===== config.mk =====
export PLATFORM = sky130hd
export DESIGN_NAME = can_txmb_arbiter
export DESIGN_NICKNAME = d
export VERILOG_FILES = /design/src/rtl/txarb_pkg.sv /design/src/rtl/txarb_regs.sv /design/src/rtl/txarb_pick.sv /design/src/rtl/txarb_grant.sv /design/src/rtl/can_txmb_arbiter.sv
export SDC_FILE = /design/constraint.sdc
export NUM_CORES = 2
export LEC_CHECK = 0
export BUFFER_PORTS_ARGS = -buffer_cell sky130_fd_sc_hd__buf_4
export CAP_MARGIN = 40
export CORE_ASPECT_RATIO = 0.7
export CORE_MARGIN = 2
export CORE_UTILIZATION = 30
export DETAILED_ROUTE_END_ITERATION = 16
export GPL_TIMING_DRIVEN = 0
export PLACE_DENSITY = 0.43
export SETUP_SLACK_MARGIN = 0.3
export SYNTH_ARGS = -nofsm -noshare
export SYNTH_HDL_FRONTEND = slang
export SYNTH_SLANG_ARGS = --single-unit

===== constraint.sdc =====
create_clock -name clk -period 18.5 [get_ports clk]
set_clock_uncertainty 0.1 [all_clocks]
set_input_delay 3.7 -clock clk [delete_from_list [all_inputs] [get_ports clk]]
set_output_delay 3.7 -clock clk [all_outputs]
set_load 0.02 [all_outputs]

===== src/rtl/txarb_pkg.sv =====
package txarb_pkg;

    localparam int MB_COUNT = 32;
    localparam int MB_IDX_W = $clog2(MB_COUNT);
    localparam int PRIO_W   = 6;
    localparam int PRIO_LSB = 8;
    localparam int RTR_BIT  = 4;
    localparam int DLC_W    = 4;
    localparam int CTL_W    = PRIO_LSB + PRIO_W;
    localparam int DATA_W   = 32;
    localparam int ADDR_W   = MB_IDX_W + 1;

    typedef enum logic [1:0] {
        GREG_ENABLE = 2'd0,
        GREG_DIR    = 2'd1,
        GREG_REQ    = 2'd2,
        GREG_ACK    = 2'd3
    } greg_e;

    typedef struct packed {
        logic                is_ctl;
        logic [MB_IDX_W-1:0] off;
    } addr_t;

    typedef struct packed {
        logic                vld;
        logic [PRIO_W-1:0]   prio;
        logic [MB_IDX_W-1:0] idx;
    } cand_t;

    typedef struct packed {
        logic                vld;
        logic [MB_IDX_W-1:0] idx;
        logic [DLC_W-1:0]    dlc;
        logic                rtr;
    } grant_t;

    function automatic logic [PRIO_W-1:0] ctl_prio(input logic [CTL_W-1:0] w);
        return w[PRIO_LSB +: PRIO_W];
    endfunction

    function automatic logic [DLC_W-1:0] ctl_dlc(input logic [CTL_W-1:0] w);
        return w[DLC_W-1:0];
    endfunction

    function automatic logic ctl_rtr(input logic [CTL_W-1:0] w);
        return w[RTR_BIT];
    endfunction

    function automatic logic glob_hit(input addr_t a, input greg_e sel);
        return !a.is_ctl && (a.off == MB_IDX_W'(sel));
    endfunction

    // hi always carries the higher slot numbers, so equal priority favours it
    function automatic cand_t pick_upper(input cand_t lo, input cand_t hi);
        if (hi.vld && (!lo.vld || hi.prio >= lo.prio))
            return hi;
        return lo;
    endfunction

endpackage


===== src/rtl/txarb_regs.sv =====
module txarb_regs
    import txarb_pkg::*;
#(
    parameter int NUM_MB = MB_COUNT
) (
    input  logic                clk,
    input  logic                rst,
    input  logic                wr_en,
    input  logic [ADDR_W-1:0]   wr_addr,
    input  logic [DATA_W-1:0]   wr_data,
    input  logic [ADDR_W-1:0]   rd_addr,
    output logic [DATA_W-1:0]   rd_data,
    input  logic                done,
    input  logic [MB_IDX_W-1:0] done_idx,
    output logic [NUM_MB-1:0]   en_q,
    output logic [NUM_MB-1:0]   dir_q,
    output logic [NUM_MB-1:0]   req_q,
    output logic [NUM_MB-1:0]   ack_q,
    output logic [CTL_W-1:0]    ctl_q [NUM_MB]
);

    addr_t wa;
    addr_t ra;
    logic [NUM_MB-1:0] wdat;
    logic [NUM_MB-1:0] done_vec;
    logic [NUM_MB-1:0] set_vec;
    logic [NUM_MB-1:0] clr_vec;
    logic hit_en, hit_dir, hit_req, hit_ack;

    assign wa   = addr_t'(wr_addr);
    assign ra   = addr_t'(rd_addr);
    assign wdat = wr_data[NUM_MB-1:0];

    assign hit_en  = wr_en && glob_hit(wa, GREG_ENABLE);
    assign hit_dir = wr_en && glob_hit(wa, GREG_DIR);
    assign hit_req = wr_en && glob_hit(wa, GREG_REQ);
    assign hit_ack = wr_en && glob_hit(wa, GREG_ACK);

    assign done_vec = done    ? (NUM_MB'(1) << done_idx) : '0;
    assign set_vec  = hit_req ? wdat : '0;
    assign clr_vec  = hit_ack ? wdat : '0;

    always_ff @(posedge clk) begin
        if (rst) begin
            en_q  <= '0;
            dir_q <= '0;
            req_q <= '0;
            ack_q <= '0;
        end else begin
            if (hit_en)
                en_q <= wdat;
            if (hit_dir)
                dir_q <= wdat;
            // a new request written at the done edge survives
            req_q <= (req_q & ~done_vec) | set_vec;
            ack_q <= (ack_q & ~clr_vec) | done_vec;
        end
    end

    for (genvar m = 0; m < NUM_MB; m++) begin : g_ctl
        logic [CTL_W-1:0] word;
        always_ff @(posedge clk) begin
            if (rst)
                word <= '0;
            else if (wr_en && wa.is_ctl && wa.off == MB_IDX_W'(m))
                word <= wr_data[CTL_W-1:0];
        end
        assign ctl_q[m] = word;
    end

    always_comb begin
        rd_data = '0;
        if (ra.is_ctl) begin
            if (int'(ra.off) < NUM_MB)
                rd_data = DATA_W'(ctl_q[ra.off]);
        end else begin
            unique case (ra.off)
                MB_IDX_W'(GREG_ENABLE): rd_data = DATA_W'(en_q);
                MB_IDX_W'(GREG_DIR):    rd_data = DATA_W'(dir_q);
                MB_IDX_W'(GREG_REQ):    rd_data = DATA_W'(req_q);
                MB_IDX_W'(GREG_ACK):    rd_data = DATA_W'(ack_q);
                default:                rd_data = '0;
            endcase
        end
    end

endmodule


===== src/rtl/txarb_pick.sv =====
module txarb_pick
    import txarb_pkg::*;
#(
    parameter int NUM_MB = MB_COUNT
) (
    input  logic [NUM_MB-1:0] elig,
    input  logic [PRIO_W-1:0] prio [NUM_MB],
    output cand_t             best
);

    localparam int LVLS = $clog2(NUM_MB);
    localparam int PAD  = 1 << LVLS;

    for (genvar lv = 0; lv <= LVLS; lv++) begin : g_lvl
        localparam int WID = PAD >> lv;
        cand_t nd [WID];
        if (lv == 0) begin : g_leaf
            for (genvar i = 0; i < WID; i++) begin : g_in
                if (i < NUM_MB) begin : g_real
                    assign nd[i] = '{vld: elig[i], prio: prio[i], idx: MB_IDX_W'(i)};
                end else begin : g_pad
                    assign nd[i] = '0;
                end
            end
        end else begin : g_node
            for (genvar j = 0; j < WID; j++) begin : g_cmp
                assign nd[j] = pick_upper(g_lvl[lv-1].nd[2*j], g_lvl[lv-1].nd[2*j+1]);
            end
        end
    end

    assign best = g_lvl[LVLS].nd[0];

endmodule


===== src/rtl/txarb_grant.sv =====
module txarb_grant
    import txarb_pkg::*;
#(
    parameter int NUM_MB = MB_COUNT
) (
    input  logic             clk,
    input  logic             rst,
    input  logic             ready,
    input  cand_t            best,
    input  logic [CTL_W-1:0] ctl_q [NUM_MB],
    output grant_t           grant
);

    logic [CTL_W-1:0] win_ctl;

    assign win_ctl = ctl_q[best.idx];

    always_ff @(posedge clk) begin
        if (rst) begin
            grant <= '0;
        end else if (ready && best.vld) begin
            grant.vld <= 1'b1;
            grant.idx <= best.idx;
            grant.dlc <= ctl_dlc(win_ctl);
            grant.rtr <= ctl_rtr(win_ctl);
        end else begin
            grant <= '0;
        end
    end

endmodule


===== src/rtl/can_txmb_arbiter.sv =====
module can_txmb_arbiter
    import txarb_pkg::*;
#(
    parameter int NUM_MB = MB_COUNT
) (
    input  logic                clk,
    input  logic                rst,
    input  logic                wr_en,
    input  logic [ADDR_W-1:0]   wr_addr,
    input  logic [DATA_W-1:0]   wr_data,
    input  logic [ADDR_W-1:0]   rd_addr,
    output logic [DATA_W-1:0]   rd_data,
    input  logic                eng_ready,
    input  logic                tx_done,
    input  logic [MB_IDX_W-1:0] done_idx,
    output logic                grant_valid,
    output logic [MB_IDX_W-1:0] grant_idx,
    output logic [DLC_W-1:0]    grant_dlc,
    output logic                grant_rtr
);

    logic [NUM_MB-1:0] en_q;
    logic [NUM_MB-1:0] dir_q;
    logic [NUM_MB-1:0] req_q;
    logic [NUM_MB-1:0] ack_q;
    logic [CTL_W-1:0]  ctl_q [NUM_MB];
    logic [PRIO_W-1:0] mb_prio [NUM_MB];
    logic [NUM_MB-1:0] elig;
    cand_t             best;
    grant_t            grant;

    txarb_regs #(.NUM_MB(NUM_MB)) u_regs (
        .clk      (clk),
        .rst      (rst),
        .wr_en    (wr_en),
        .wr_addr  (wr_addr),
        .wr_data  (wr_data),
        .rd_addr  (rd_addr),
        .rd_data  (rd_data),
        .done     (tx_done),
        .done_idx (done_idx),
        .en_q     (en_q),
        .dir_q    (dir_q),
        .req_q    (req_q),
        .ack_q    (ack_q),
        .ctl_q    (ctl_q)
    );

    for (genvar m = 0; m < NUM_MB; m++) begin : g_prio
        assign mb_prio[m] = ctl_prio(ctl_q[m]);
    end

    assign elig = en_q & ~dir_q & req_q;

    txarb_pick #(.NUM_MB(NUM_MB)) u_pick (
        .elig (elig),
        .prio (mb_prio),
        .best (best)
    );

    txarb_grant #(.NUM_MB(NUM_MB)) u_grant (
        .clk   (clk),
        .rst   (rst),
        .ready (eng_ready),
        .best  (best),
        .ctl_q (ctl_q),
        .grant (grant)
    );

    assign grant_valid = grant.vld;
    assign grant_idx   = grant.idx;
    assign grant_dlc   = grant.dlc;
    assign grant_rtr   = grant.rtr;

endmodule


Yosys cells after proc, flatten, opt, wreduce, memory -nomap -nowiden:

Index checks and enable logic that the tools add are counted.

* register bits: 587
* bits of input ports: 54
* logic and storage cells: 364

* $lt $le $gt $ge: 33
* eq/ne operators: 34
* shift operators: 1
* mux-type cells: 105
* bitwise gates (word level): 12
* reductions and logical operators: 139

Operators by type and width (number)
* 12-bit 2-to-1 mux: 62
* 6-bit >= comparator: 31
* 14-bit binary-select mux with 5-bit select: 2
* 32-bit AND: 4
* 32-bit 2-to-1 mux: 4
* 32-bit case mux with 4 select lines: 1
* 32-bit NOT: 3
* 5-bit equality test (second input constant): 16
* 1-bit logical AND: 73
* 32-bit OR: 2
* 5-bit by 4-bit equality test with 1-bit output (second input constant): 8
* 1-bit logical NOT: 32
* 1-bit by 5-bit left shift with 32-bit output (first input constant): 1
* 1-bit logical OR: 31
* 1-bit 2-to-1 mux: 31
* 14-bit 2-to-1 mux: 2
* 5-bit by 2-bit equality test with 1-bit output (second input constant): 4
* 5-bit by 3-bit equality test with 1-bit output (second input constant): 4
* 6-bit >= comparator (second input constant): 2
* 5-bit NOT with 6-bit output: 2
* 11-bit 2-to-1 mux: 1
* 5-bit by 1-bit equality test with 1-bit output (second input constant): 2
* 5-bit logical NOT: 2
* 5-bit 2-to-1 mux: 2
* 2 further kinds: 2

Depth between registers and ports, before layout:

* word-level depth: 33
* depth in mapped cells: 50
* depth with buffers taken out: 43

By module:

A second synthesis with hierarchy kept.

* cell total of the unflattened synthesis: 3793
* area, all modules: 34987.3 um^2

Modules (own cells, without submodules)
* txarb_regs: times used 1, cells an instance 2662, area each 25478.2 um^2, seq. area each 11531.1 um^2
* txarb_pick: times used 1, cells an instance 976, area each 7581.0 um^2, seq. area each 0.0 um^2
* txarb_grant: times used 1, cells an instance 123, area each 1647.8 um^2, seq. area each 220.2 um^2
* can_txmb_arbiter: times used 1, cells an instance 32, area each 280.3 um^2, seq. area each 0.0 um^2

Least setup slack after synthesis:

Ideal clock, no wire load.

* kind: input to output
* start point: input rd_addr[0]
* end point: output rd_data[10]
* data arrival time: 6287 ps
* data required time: 14700 ps
* path slack: 8413 ps
* stages on the path: 8
* buffers on the path: 3
* cell sequence: clkbuf_1 > buf_2 > buf_1 > mux4_2 > mux4_2 > mux2_2 > nand2_1 > o21ai_0

* longest elaborated chain between the ends: 5

RTL lines
* from (decl): line can_txmb_arbiter.sv:11 `input logic [ADDR_W-1:0] rd_addr,`
* 5-bit NOT with 6-bit output (not written as such): line txarb_regs.sv:75 `rd_data = DATA_W'(ctl_q[ra.off]);`
* 14-bit binary-select mux with 5-bit select: line txarb_regs.sv:75
* 14-bit 2-to-1 mux (not written as such) (2 in a row): line txarb_regs.sv:75
* 32-bit 2-to-1 mux *: line txarb_regs.sv:73 `if (ra.is_ctl) begin`
* to (decl): line can_txmb_arbiter.sv:12 `output logic [DATA_W-1:0] rd_data,`

Mark *: on every way between the ends. The rest lies on a longest branch, timed or not. The select of a mux whose other input is x is not followed.

Worst setup path in the final report:

* start point: register u_regs.g_ctl[15].word[8]
* end point: register, netlist name u_grant.grant[1]

* longest elaborated chain between the ends: 29

RTL lines
* from (decl): line txarb_regs.sv:61 `logic [CTL_W-1:0] word;`
* from (signal assigned): line txarb_regs.sv:66 `word <= wr_data[CTL_W-1:0];`
* 6-bit >= comparator: line txarb_pkg.sv:56 `if (hi.vld && (!lo.vld || hi.prio >= lo.prio))`
* 1-bit logical OR: line txarb_pkg.sv:56
* 1-bit logical AND: line txarb_pkg.sv:56
* 1-bit 2-to-1 mux: line txarb_pkg.sv:56
* 12-bit 2-to-1 mux *: line txarb_pkg.sv:58 `return lo;`
* 6-bit >= comparator: line txarb_pkg.sv:56
* 1-bit logical OR: line txarb_pkg.sv:56
* 1-bit logical AND: line txarb_pkg.sv:56
* [... 12 more ...]
* 6-bit >= comparator / 1-bit logical NOT (equally long branches): line txarb_pkg.sv:56
* 1-bit logical OR: line txarb_pkg.sv:56
* 1-bit logical AND: line txarb_pkg.sv:56
* 1-bit 2-to-1 mux: line txarb_pkg.sv:56
* 12-bit 2-to-1 mux *: line txarb_pkg.sv:58
* 5-bit NOT with 6-bit output (not written as such): line txarb_grant.sv:16 `assign win_ctl = ctl_q[best.idx];`
* 14-bit binary-select mux with 5-bit select: line txarb_grant.sv:16
* 5-bit 2-to-1 mux (not written as such) (2 in a row): line txarb_grant.sv:16

Marks and branches as above.
A chain may end at the register's enable or synchronous reset.

==> results.yml <==
cts:
  cts_hold_buf: 0
  h-tree-depth: 3
  clock_latency_ns: 0.68
  cts_resized: 0
  cts_inserted_buffers: 67
  cts_tree: "done"
  cts_setup_buffers: 0
  clockBufferDepth: 3
  clock-root-buffer: "clkbuf_16"
  clock-sinks: 587
  clk_pin_slew_ns: 0.06
grt:
  grt_usage: 0.267
  grt_pass1_vias: 29302
  grt_pass1_wl_um: 220000
  grt_max_degree: 14
  antenna_found_initial: 13
  grt_overflow_total: 0
critical_path:
  worstPathRequired_ns: 18.96
  critPathMaxFanout: 10
  r2r_slack_ns: 4.57
  crit_slowest_cell: "nor4b_1"
  end_kind: "flip-flop"
  r2r_cells: 45
  r2r-end: "u_grant.grant[1]"
  worst-setup-path-type: "reg -> reg"
  reg2reg_from: "u_regs.g_ctl[15].word[8]"
  cpPeakStageDelay_ns: 0.88
  arrival_ns: 14.39
  worstSetupStartpointType: "flip-flop"
synth:
  synth_top_area_cell: "dfxtp_1"
  ys_seq_area_frac: 0.355
  synth_fp_nets: 4456
  synth.area.top_cells: "dfxtp_1 35%, nand2_1 15%, a21oi_1 9.7%"
  yosys_register_bits: 587
  ys_warn_count: 0
  synth_edf_count: 0
  avgSynthCellArea_um2: 7.86
  synth_cell_types: 75
  synth_area_um2: 33100
  synthArstFlopShare: 0
  syn_inst: 4216
  yosysTopAreaCellShare: 0.355
  synth-main-ff-cell: "dfxtp_1"
timing:
  fin_crit_ns: 13.93
  post-route-period-util: 0.753
  tightest_slew_ns: 1.07
  maxSlewViolCount: 0
  setup_ws_ns: 4.57
  relSlewSlack: 0.276
  fmax_mhz: 71.8
  hold_violations: 0
  rsz0062_at_grt: "no"
  tns_ns: 0
  setup_viol: 0
pwr:
  internal_power_w: 0.00212
  combPwrFrac: 0.065
  powerDensity_nw_per_um2: 74.6
  leakagePower_nw: 13.0
  ir_worst_vdd_mv: 0.0632
  clkPwrFrac: 0.492
  p_sw_w: 0.000756
  p_sw_frac: 0.263
  finalPower_w: 0.00287
  p_seq_frac: 0.443
routing:
  drc: 0
  vias: 32775
  ant_nets: 0
  dr.pass1.iters: 6
  wl_um: 155000
  drt-vias-per-instance: 5.53
  drt_iter0_drc: 4122
  avgRoutedWirePerCell_um: 26.1
outcome:
  status: "complete, no violations"
cells_and_area:
  n_antenna_cell: 0
  finish.utilization: 0.354
  area_delta_synth_final_pct: 16.2
  stdcell_count: 5924
  drive_gt1_frac: 0.103
  layout.nets: 4671
job:
  maxCapViolCount: 0
placement:
  dp_worst_setup_slack_ns: 5.07
  io_buffer_count: 78
  hpwlAfterDp_um: 123000
  gp_congestion: 0.988
  numPlacedInstances: 5803
worst_hold_path:
  whs_path_depth: 2
  hold_start: "u_regs.g_ctl[6].word[5]"
  min-delay-path-class: "reg -> reg"
  hold_end: "u_regs.g_ctl[6].word[5]"
die:
  die_w_um: 401
  core_um2: 109000
  num_rows: 101
  start_util: 0.304
  die_h_um: 282
  ios: 97
  die_area_um2: 113000
==> worst max path at each step <==
| stage | from | to |
|---|---|---|
| after floorplan | rd_addr[0] | rd_data[10] |
| after global placement | u_regs.g_ctl[15].word[8] | u_grant.grant[4] |
| after detailed placement | u_regs.g_ctl[15].word[8] | u_grant.grant[4] |
| after CTS | u_regs.g_ctl[15].word[8] | u_grant.grant[4] |
| after global routing | u_regs.g_ctl[15].word[8] | u_grant.grant[0] |
| final | u_regs.g_ctl[15].word[8] | u_grant.grant[1] |
==> layout make-up <==
| type | count | area, um^2 |
|---|---|---|
| plain buffers | 306 | 1200 |
| clock buffers | 95 | 1900 |
| clock inverters | 25 | 352 |
| fillers | 11603 | 70400 |
| inverters | 139 | 522 |
| multi-input cells | 3184 | 19700 |
| flip-flops and latches | 587 | 11800 |
| well taps | 1442 | 1800 |
| repair buffers | 146 | 1320 |
==> critical path: cells and delay by family, from the launching register on <==
family	cells	cell delay (ns)
buffers and inverters	9	2.79
adders and majority gates	5	1.54
and+or+nand+nor	8	2.43
muxes	1	0.41
DFF	1	0.35
AOI/OAI and AO/OA	22	6.17
==> cell usage in the layout, fill, tap and decap left out, types with 67 or more instances in the layout <==
cell       instances
mux2i_1           87
clkbuf_1         286
buf_4             90
ha_1             186
a21oi_1          644
mux4_2           140
inv_1            139
nand2_1         1355
a22oi_1           71
nor2_1           158
clkbuf_16         67
o21ai_0           90
dfxtp_1          587
==> Yosys cell counts, drive strengths merged (16+ instances only) <==
library cell  number
nand3             60
mux4             140
a21oi            647
ha               186
a22oi             73
inv              139
clkbuf           270
nand4             18
a221oi            16
a21o              20
mux2i             87
buf               36
a2111oi           19
nand3b            33
o21ai             94
nor2             160
nand2           1355
mux2              31
nand2b            30
nor3              24
a211oi            36
dfxtp            587
==> sequential cells by signal, indices dropped and copies added (netlist names) <==
| register | cells |
|---|---|
| u_regs.req_q | 32 |
| u_grant.grant | 11 |
| u_regs.dir_q | 32 |
| u_regs.en_q | 32 |
| u_regs.ack_q | 32 |
| u_regs.g_ctl.word | 448 |
==> power groups by stage <==
stage	sequential [W]	combinational (W)	clock, W
6_report	0.00127	0.000187	0.00141
5_1_grt	0.00127	0.000193	0.00148
4_1_cts	0.00127	0.000182	0.00143
3_5_place_dp	0.00130	0.000182	0
3_3_place_gp	0.00130	0.000168	0
2_1_floorplan	0.00130	0.0000860	0
==> stage by stage <==
stage / instance area (um^2) / hold slack, ns
after global placement: 35500 / 0.339
after detailed placement: 36200 / 0.345
final: 38500 / 0.352
after floorplan: 33100 / 0.333
after CTS: 38500 / 0.353
after global routing: 38500 / 0.372
==> metal layers <==
| metal | vias to the layer above | global-route usage | part of all wire |
|---|---|---|---|
| met2 | 1547 | 0.347 | 0.37 |
| met5 | - | 0 | 0.00033 |
| met1 | 16030 | 0.428 | 0.50 |
| li1 | 15045 | - | - |
| met3 | 143 | 0.0704 | 0.11 |
| met4 | 10 | 0.0508 | 0.018 |
==> cells by family after synthesis <==
kind of cell / synth area share
simple gates: 0.213
compound gates: 0.178
flops: 0.355
buf+inv: 0.0520
mux: 0.132
fa+ha+maj: 0.0702
No activity file was read; power rests on OpenSTA's default activity.
